[src/rtl/srx_pkg.sv]
package srx_pkg;

  localparam int CHAR_W = 8;
  localparam int CFG_W  = 6;
  localparam int STAT_W = 3;

  typedef enum logic [1:0] {
    PAR_NONE = 2'b00,
    PAR_ZERO = 2'b01,
    PAR_ODD  = 2'b10,
    PAR_EVEN = 2'b11
  } par_mode_e;

  // Field order mirrors cfg_word bits 5..0
  typedef struct packed {
    logic      err_to_rx;
    logic      len8;
    par_mode_e par;
    logic      rx_en;
    logic      clk_en;
  } cfg_t;

  typedef enum logic [2:0] {
    ST_IDLE,
    ST_START,
    ST_DATA,
    ST_PAR,
    ST_STOP
  } rx_state_e;

  function automatic cfg_t decode_cfg(input logic [CFG_W-1:0] w);
    return cfg_t'(w);
  endfunction

  // Shift register fills from the top; a 7-bit character sits in [7:1]
  function automatic logic [CHAR_W-1:0] align_char(input logic [CHAR_W-1:0] sh,
                                                   input logic len8);
    return len8 ? sh : {1'b0, sh[CHAR_W-1:1]};
  endfunction

  function automatic logic parity_fault(input par_mode_e m,
                                        input logic [CHAR_W-1:0] ch,
                                        input logic pbit);
    logic ones_odd;
    ones_odd = ^{ch, pbit};
    case (m)
      PAR_ZERO: return pbit;
      PAR_ODD:  return !ones_odd;
      PAR_EVEN: return ones_odd;
      default:  return 1'b0;
    endcase
  endfunction

endpackage

[src/rtl/srx_sync.sv]
module srx_sync #(
  parameter int STAGES = 2
) (
  input  logic clk,
  input  logic rst_n,
  input  logic d_async,
  output logic d_sync
);
  logic [STAGES-1:0] chain;

  always_ff @(posedge clk) begin
    if (!rst_n) chain <= '1;
    else        chain <= {chain[STAGES-2:0], d_async};
  end

  assign d_sync = chain[STAGES-1];
endmodule

[src/rtl/srx_frame.sv]
module srx_frame
  import srx_pkg::*;
#(
  parameter int TICKS_PER_BIT = 16
) (
  input  logic              clk,
  input  logic              rst_n,
  input  logic              en,
  input  logic              tick,
  input  logic              rxd_s,
  input  logic              len8,
  input  par_mode_e         par,
  output logic              done,
  output logic [CHAR_W-1:0] ch,
  output logic              pe,
  output logic              fe
);
  localparam int CNT_W = $clog2(TICKS_PER_BIT);
  localparam int IDX_W = $clog2(CHAR_W);
  localparam logic [CNT_W-1:0] MID_C  = CNT_W'(TICKS_PER_BIT/2 - 1);
  localparam logic [CNT_W-1:0] LAST_C = CNT_W'(TICKS_PER_BIT - 1);

  rx_state_e         state;
  logic [CNT_W-1:0]  cnt;
  logic [IDX_W-1:0]  idx;
  logic [CHAR_W-1:0] sh;
  logic              pe_q;
  logic [IDX_W-1:0]  last_idx;
  logic              at_last;

  assign last_idx = len8 ? IDX_W'(CHAR_W-1) : IDX_W'(CHAR_W-2);
  assign at_last  = (cnt == LAST_C);

  always_ff @(posedge clk) begin
    if (!rst_n) begin
      state <= ST_IDLE;
      cnt   <= '0;
      idx   <= '0;
      sh    <= '0;
      pe_q  <= 1'b0;
    end else if (!en) begin
      state <= ST_IDLE;
      cnt   <= '0;
    end else if (tick) begin
      case (state)
        ST_IDLE: begin
          if (!rxd_s) begin
            state <= ST_START;
            cnt   <= '0;
          end
        end
        ST_START: begin
          if (cnt == MID_C) begin
            cnt <= '0;
            if (!rxd_s) begin
              state <= ST_DATA;
              idx   <= '0;
              pe_q  <= 1'b0;
            end else begin
              state <= ST_IDLE;
            end
          end else begin
            cnt <= cnt + 1'b1;
          end
        end
        ST_DATA: begin
          if (at_last) begin
            cnt <= '0;
            sh  <= {rxd_s, sh[CHAR_W-1:1]};
            idx <= idx + 1'b1;
            if (idx == last_idx)
              state <= (par == PAR_NONE) ? ST_STOP : ST_PAR;
          end else begin
            cnt <= cnt + 1'b1;
          end
        end
        ST_PAR: begin
          if (at_last) begin
            cnt   <= '0;
            pe_q  <= parity_fault(par, align_char(sh, len8), rxd_s);
            state <= ST_STOP;
          end else begin
            cnt <= cnt + 1'b1;
          end
        end
        ST_STOP: begin
          if (at_last) begin
            cnt   <= '0;
            state <= ST_IDLE;
          end else begin
            cnt <= cnt + 1'b1;
          end
        end
        default: state <= ST_IDLE;
      endcase
    end
  end

  assign done = en && tick && (state == ST_STOP) && at_last;
  assign ch   = align_char(sh, len8);
  assign pe   = pe_q;
  assign fe   = !rxd_s;
endmodule

[src/rtl/srx_flags.sv]
module srx_flags
  import srx_pkg::*;
(
  input  logic              clk,
  input  logic              rst_n,
  input  logic              done,
  input  logic [CHAR_W-1:0] ch,
  input  logic              pe,
  input  logic              fe,
  input  logic              route_to_rx,
  input  logic              rd_data,
  input  logic              rd_status,
  output logic [CHAR_W-1:0] data_q,
  output logic [STAT_W-1:0] status_q,
  output logic              full_q,
  output logic              irq_rx_q,
  output logic              irq_err_q
);
  logic              ove_now;
  logic [STAT_W-1:0] new_err;
  logic              any_err;

  assign ove_now = done && full_q && !rd_data;
  assign new_err = done ? {pe, fe, ove_now} : '0;
  assign any_err = |new_err;

  always_ff @(posedge clk) begin
    if (!rst_n) begin
      data_q    <= '0;
      status_q  <= '0;
      full_q    <= 1'b0;
      irq_rx_q  <= 1'b0;
      irq_err_q <= 1'b0;
    end else begin
      if (done) data_q <= ch;
      if (done)         full_q <= 1'b1;
      else if (rd_data) full_q <= 1'b0;
      status_q  <= (rd_status ? '0 : status_q) | new_err;
      irq_rx_q  <= done && (route_to_rx || !any_err);
      irq_err_q <= done && !route_to_rx && any_err;
    end
  end
endmodule

[src/rtl/serial_rx_core.sv]
module serial_rx_core
  import srx_pkg::*;
#(
  parameter int TICKS_PER_BIT = 16,
  parameter int SYNC_STAGES   = 2
) (
  input  logic              clk,
  input  logic              rst_n,
  input  logic [CFG_W-1:0]  cfg_word,
  input  logic              bit_tick,
  input  logic              rxd,
  input  logic              rd_data,
  input  logic              rd_status,
  output logic [CHAR_W-1:0] rx_data,
  output logic [STAT_W-1:0] status,
  output logic              irq_rx,
  output logic              irq_err
);
  cfg_t              cfg;
  logic              line_en;
  logic              rxd_s;
  logic              frame_done;
  logic [CHAR_W-1:0] frame_char;
  logic              frame_pe;
  logic              frame_fe;
  logic              rx_full;

  assign cfg     = decode_cfg(cfg_word);
  assign line_en = cfg.clk_en && cfg.rx_en;

  srx_sync #(.STAGES(SYNC_STAGES)) u_sync (
    .clk     (clk),
    .rst_n   (rst_n),
    .d_async (rxd),
    .d_sync  (rxd_s)
  );

  srx_frame #(.TICKS_PER_BIT(TICKS_PER_BIT)) u_frame (
    .clk   (clk),
    .rst_n (rst_n),
    .en    (line_en),
    .tick  (bit_tick),
    .rxd_s (rxd_s),
    .len8  (cfg.len8),
    .par   (cfg.par),
    .done  (frame_done),
    .ch    (frame_char),
    .pe    (frame_pe),
    .fe    (frame_fe)
  );

  srx_flags u_flags (
    .clk         (clk),
    .rst_n       (rst_n),
    .done        (frame_done),
    .ch          (frame_char),
    .pe          (frame_pe),
    .fe          (frame_fe),
    .route_to_rx (cfg.err_to_rx),
    .rd_data     (rd_data),
    .rd_status   (rd_status),
    .data_q      (rx_data),
    .status_q    (status),
    .full_q      (rx_full),
    .irq_rx_q    (irq_rx),
    .irq_err_q   (irq_err)
  );
endmodule

[config.mk]
export PLATFORM = sky130hd
export DESIGN_NAME = serial_rx_core
export DESIGN_NICKNAME = d
export VERILOG_FILES = /design/src/rtl/srx_pkg.sv /design/src/rtl/srx_sync.sv /design/src/rtl/srx_frame.sv /design/src/rtl/srx_flags.sv /design/src/rtl/serial_rx_core.sv
export SDC_FILE = /design/constraint.sdc
export NUM_CORES = 1
export LEC_CHECK = 0
export CAP_MARGIN = 30
export CORE_MARGIN = 2
export CORE_UTILIZATION = 48
export DETAILED_ROUTE_END_ITERATION = 10
export DONT_BUFFER_PORTS = 1
export SLEW_MARGIN = 20
export SYNTH_ARGS = -nofsm -noshare
export SYNTH_HDL_FRONTEND = slang
export SYNTH_SLANG_ARGS = --single-unit
[constraint.sdc]
create_clock -name clk -period 2.1 [get_ports clk]
set_input_delay 0.42 -clock clk [delete_from_list [all_inputs] [get_ports clk]]
set_output_delay 0.42 -clock clk [all_outputs]
set_load 0.01 [all_outputs]
# After elaboration in Yosys (flattened, before gate mapping)
# Cells that the tools add are included.
# Widths: inputs -> output; s select.
[op_classes] n_addsub=2 n_mul=0 n_div=0 magnitude_cmp=0 n_eq_ne=17 n_shift=0 n_mux=28 bitwise_logic=1 n_reduce_logical=30
[op_table] op="$mux 3" n=12
[op_table] op="$pmux 3 s5" n=1
[op_table] op="$mux 4" n=3
[op_table] op="$pmux 4 s3" n=1
[op_table] op="$reduce_and 6->1" n=2
[op_table] op="$ne 2x1->1 const B" n=5
[op_table] op="$logic_and 1x1->1" n=9
[op_table] op="$reduce_xor 9->1" n=1
[op_table] op="$mux 8" n=1
[op_table] op="$reduce_and 7->1" n=1
[op_table] op="$eq 3x2->1 const B" n=2
[op_table] op="$mux 1" n=6
[op_table] op="$pmux 3 s2" n=1
[op_table] op="$reduce_bool 2->1" n=3
[op_table] op="$reduce_or 3->1" n=2
[op_table] op="$logic_not 1->1" n=5
[op_table] op="$add 4x1->4 const B" n=1
[op_table] op="$eq 2x2->1 const B" n=2
[op_table] op="$eq 4x3->1 const B" n=1
[op_table] op="$eq 4x4->1 const B" n=1
[op_table] op="$ne 2x2->1 const B" n=2
[op_table] op="$reduce_and 4->1" n=1
[op_table] op="$add 3x1->3 const B" n=1
[op_table] op="$eq 3x1->1 const B" n=1
[op_table] op="13 further kinds" n=13
[totals] ff_bits=35 latch_bits=0 ramBits=0 rom_bits=0 wordCells=89 memories=0

# Longest topological paths before layout
[depth] depth_word=11 mapped_depth=8 ltp_nobuf=6

# Cells and area by module
# From an unflattened synthesis, not the netlist that was laid out.
[hier_totals] cells_unflattened=190 area_unflattened_um2=1783.0
[modules_own_cells] module="srx_frame" n_inst=1 cells_each=138 area_per_inst_um2=1194.9 seq_area_each_um2=380.4
[modules_own_cells] module="srx_flags" n_inst=1 cells_each=47 area_per_inst_um2=529.3 seq_area_each_um2=280.3
[modules_own_cells] module="srx_sync" n_inst=1 cells_each=4 area_per_inst_um2=52.6 seq_area_each_um2=40.0
[modules_own_cells] module="serial_rx_core" n_inst=1 cells_each=1 area_per_inst_um2=6.3 seq_area_each_um2=0.0

# Worst setup path before layout
# No wires, ideal clock.
[synth_timing] kind="flip-flop to flip-flop" startpoint="reg u_frame.cnt[0]" endpoint="reg u_flags.data_q[0]" t_arrival_ns=1.522 t_required_ns=1.984 setup_slack_ns=0.462 path_stages_with_launch=8 n_path_buf=2 period_less_slack_ns=1.638 path_cell_list="dfxtp_1 ha_1 and2_1 and2_1 and4_1 buf_2 buf_2 o211a_1"
[synth_between] elab_chain_cells=2
[synth_lines] item="start, declared" line_no="srx_frame.sv:24" rtl="logic [CNT_W-1:0] cnt;"
[synth_lines] item="start signal, assigned" line_no="srx_frame.sv:63" rtl="cnt <= cnt + 1'b1;"
[synth_lines] item="start signal, assigned" line_no="srx_frame.sv:74" rtl="cnt <= cnt + 1'b1;"
[synth_lines] item="start signal, assigned" line_no="srx_frame.sv:83" rtl="cnt <= cnt + 1'b1;"
[synth_lines] item="$eq 4x4->1" line_no="srx_frame.sv:32" rtl="assign at_last = (cnt == LAST_C);"
[synth_lines] item="$logic_and 1x1->1" line_no="srx_frame.sv:99" rtl="assign done = en && tick && (state == ST_STOP) && at_last;"
[synth_lines] item="end signal, assigned" line_no="srx_flags.sv:35" rtl="if (done) data_q <= ch;"
[synth_lines] item="end, declared" line_no="srx_flags.sv:13" rtl="output logic [CHAR_W-1:0] data_q,"
# No other way between the ends.
# A chain may end at the register's enable or synchronous reset.

# Worst setup path after layout
[layout_timing] startpoint="reg u_frame.state[2]" endpoint="reg u_frame.state[0]"
[layout_between] elab_chain_cells=3
[layout_lines] item="start, declared" line_no="srx_frame.sv:23" rtl="rx_state_e state;"
[layout_lines] item="start signal, assigned" line_no="srx_frame.sv:72" rtl="state <= (par == PAR_NONE) ? ST_STOP : ST_PAR;"
[layout_lines] item="$eq 3x3->1, or another cell as far along" line_no="srx_frame.sv:45" rtl="case (state)"
[layout_lines] item="$ne 2x1->1 (no line) or $ne 2x2->1 (tied branches)"
[layout_lines] item="$reduce_and 7->1 (no line)"
# Several ways; a longest one is shown, not always the timed one.

==> impl_metrics.py <==
metrics = {
    "pwr": {
        "p_sw_mw": 0.239,
        "power.leakage_nw": 0.773,
        "switching_share_pct": 20.4,
        "power.density_nw_per_um2": 636,
        "max-vdd-ir-drop_mv": 0.601,
        "p_clk_share_pct": 40.6,
        "combinationalPowerShare_pct": 2.6,
        "p_seq_share_pct": 56.9,
        "intPower_mw": 0.935,
        "total_power_mw": 1.17,
    },
    "drt": {
        "drt_iter0_drc": 74,
        "vias_per_cell": 5.58,
        "vias": 1328,
        "wl_per_cell_um": 14.0,
        "routed_wl_mm": 3.33,
        "drc": 0,
        "first_pass_iters": 4,
        "ant_nets": 0,
    },
    "yosys": {
        "yosysMostFrequentCell": "dfxtp_1",
        "synth_top_area_share_pct": 40.1,
        "yosysSeqAreaShare_pct": 40.1,
        "synthTopCellsByArea": "dfxtp_1, mux2i_1, nand2_1, o211a_1, xnor2_1",
        "synth.distinct_cells": 40,
        "yosysTopAreaCell": "dfxtp_1",
        "post_synth.cell_area_avg_um2": 9.01,
        "synthCells": 194,
        "yosys-top-cells-count": "dfxtp_1, nand2_1, mux2i_1",
        "syn_area_um2": 1750,
        "yosysWarningCount": 0,
        "synth_async_sr_flop_share_pct": 0,
        "synth_edf_count": 0,
        "synth_fp_nets": 208,
        "ys_seq_elements": 35,
        "synthFlopType": "dfxtp_1",
    },
    "global_route": {
        "grt-ovfl-total": 0,
        "grt_pass1_vias": 1250,
        "gr-usage-all-layers_pct": 17.8,
        "antenna_found_initial": 0,
        "grt_max_degree": 30,
        "grt_pass1_wl_mm": 5.66,
    },
    "worst_setup_path": {
        "path_class": "reg2reg",
        "cp-start-kind": "flop",
        "endpoint_kind": "flop",
        "reg2regPathDepth": 5,
        "crit_required_ps": 2360,
        "crit_fanout": 14,
        "arrival_ps": 2100,
    },
    "timing": {
        "period_share_pct": 87.7,
        "finalWorstPathRequiredPeriod_ps": 1840,
        "max_freq_ghz": 0.543,
        "tightest_slew_ps": 462,
        "relSlewSlack_pct": 68.8,
        "hold_viol": 0,
        "fin_skew_ps": 8.97,
        "rsz0062_at_grt": "false",
        "slew_viol_final": 0,
        "tns_ps": 0,
        "final-setup-viol-count": 0,
    },
    "job": {
        "maxCapViolCount": 0,
    },
    "placed_design": {
        "dp_hpwl_mm": 2.43,
        "port-buffer-count": 0,
        "place_congestion": 0.727,
    },
    "floorplan": {
        "rows": 21,
        "initial_core_util_pct": 51.2,
        "die_h_um": 64.3,
        "io_pins": 25,
        "core-area_um2": 3420,
        "fp.dieW_um": 64.3,
        "die-area_um2": 4140,
    },
    "cells_and_area": {
        "nets": 205,
        "area_delta_synth_final_pct": 5.58,
        "diodes": 0,
        "drive_gt1_share_pct": 6.25,
    },
    "cts": {
        "cts_sinks": 35,
        "numCtsBuffers": 5,
        "cts_resized": 0,
        "clock_latency_ps": 320,
        "cts_tree": "done",
        "clockBufferDepth": 2,
        "cts_max_level": 2,
        "root_buffer": "clkbuf_4",
        "cts_hold_buf": 0,
        "cts_setup_buffers": 0,
        "cts.clk_slew.worst_paths_ps": 110,
    },
    "run_status": {
        "outcome": "complete, no violations",
    },
    "hold_path": {
        "holdPathStages": 1,
        "min_path_type": "in2reg",
    },
}
[state kept, by name, indices dropped and copies added, names as in the netlist]
name and flops:
u_flags.data_q 8, u_flags.irq_rx_q 1, u_frame.pe 1, u_flags.full_q 1, u_frame.state 3, u_sync.chain 2, u_flags.status_q 3, u_frame.idx 3
u_flags.irq_err_q 1, u_frame.cnt 4, u_frame.sh 8
[final timing paths]
kind	start	to	slack (ps)
worst max-delay path	u_frame.state[2]	u_frame.state[0]	260
worst min-delay path	rst_n	u_sync.chain[0]	160
worst max register to register	u_frame.state[2]	u_frame.state[0]	260
worst min register to register	u_sync.chain[0]	u_sync.chain[1]	420
[placed cells by master (no fill, tap or decap), types with 2 or more instances in the layout]
| master | synthesis | layout |
|---|---|---|
| nand3_1 | 7 | 7 |
| or4b_1 | 2 | 2 |
| and3_1 | 3 | 3 |
| nor2b_1 | 11 | 11 |
| inv_1 | 4 | 4 |
| buf_4 | 2 | 2 |
| xnor2_1 | 8 | 8 |
| a21oi_1 | 11 | 11 |
| clkbuf_4 | 0 | 5 |
| nand2_1 | 20 | 20 |
| nand4_1 | 2 | 2 |
| nor2_1 | 8 | 8 |
| mux2i_1 | 15 | 15 |
| o21ai_0 | 3 | 3 |
| nor3_1 | 4 | 4 |
| xor2_1 | 3 | 3 |
| o22ai_1 | 2 | 2 |
| a21boi_1 | 3 | 3 |
| ha_1 | 2 | 2 |
| o2111ai_1 | 3 | 3 |
| nor4b_1 | 2 | 2 |
| and2_1 | 5 | 5 |
| nand2b_1 | 6 | 6 |
| dfxtp_1 | 35 | 35 |
| o21ai_1 | 3 | 3 |
| o211a_1 | 7 | 7 |
[power groups by stage]
stage | Sequential [mW] | Combinational [mW] | Clock, mW
floorplan | 0.681 | 0.0378 | 0
global placement | 0.683 | 0.0296 | 0
detailed placement | 0.683 | 0.0305 | 0
CTS | 0.668 | 0.0304 | 0.493
global route | 0.669 | 0.0323 | 0.532
finish | 0.668 | 0.0302 | 0.476
[layout make-up]
type | instances | area [µm²]
multi-input combinational | 143 | 976
fill | 328 | 1570
inverter | 4 | 15.0
tap | 46 | 57.6
timing repair buffer | 2 | 15.0
clock inverter | 3 | 43.8
sequential | 35 | 701
clock buffer | 5 | 37.5
[metrics by stage]
step | instances | cell area (µm²) | worst slack (ps) | hold slack (ps) | utilization [%]
finish | 238 | 1850 | 258 | 164 | 54.0
global route | 238 | 1850 | 71.3 | 132 | 54.0
CTS | 238 | 1840 | 195 | 147 | 54.0
detailed placement | 230 | 1760 | 204 | 397 | 51.6
global placement | 230 | 1760 | 295 | 397 | 51.6
floorplan | 194 | 1750 | 462 | 386 | -
[routing by layer]
layer / vias up / wire, µm / GRT usage, %
met2: 25 / 1460 / 26.8
met5: - / 0 / 0
met3: 2 / 176 / 5.99
met1: 616 / 1670 / 23.7
li1: 685 / - / -
met4: 0 / 27 / 6.38
[critical path, stage by stage, from the launching register on]
cell       delay (ps)
dfxtp_1           450
or2_1             330
a21oi_1           180
o2111ai_1         250
a2111o_1          440
a21oi_1           130
[cells by family after synthesis]
group,after synthesis,synth area share (%)
XOR/XNOR,12,6.80
AO/OA/AOI/OAI,37,14.9
buffers and inverters,16,4.15
AND/OR/NAND/NOR,77,24.1
adder cells (fa/ha/maj),2,1.43
multiplexers,15,8.59
flip-flops,35,40.1
No activity file was read; power rests on OpenSTA's default activity.
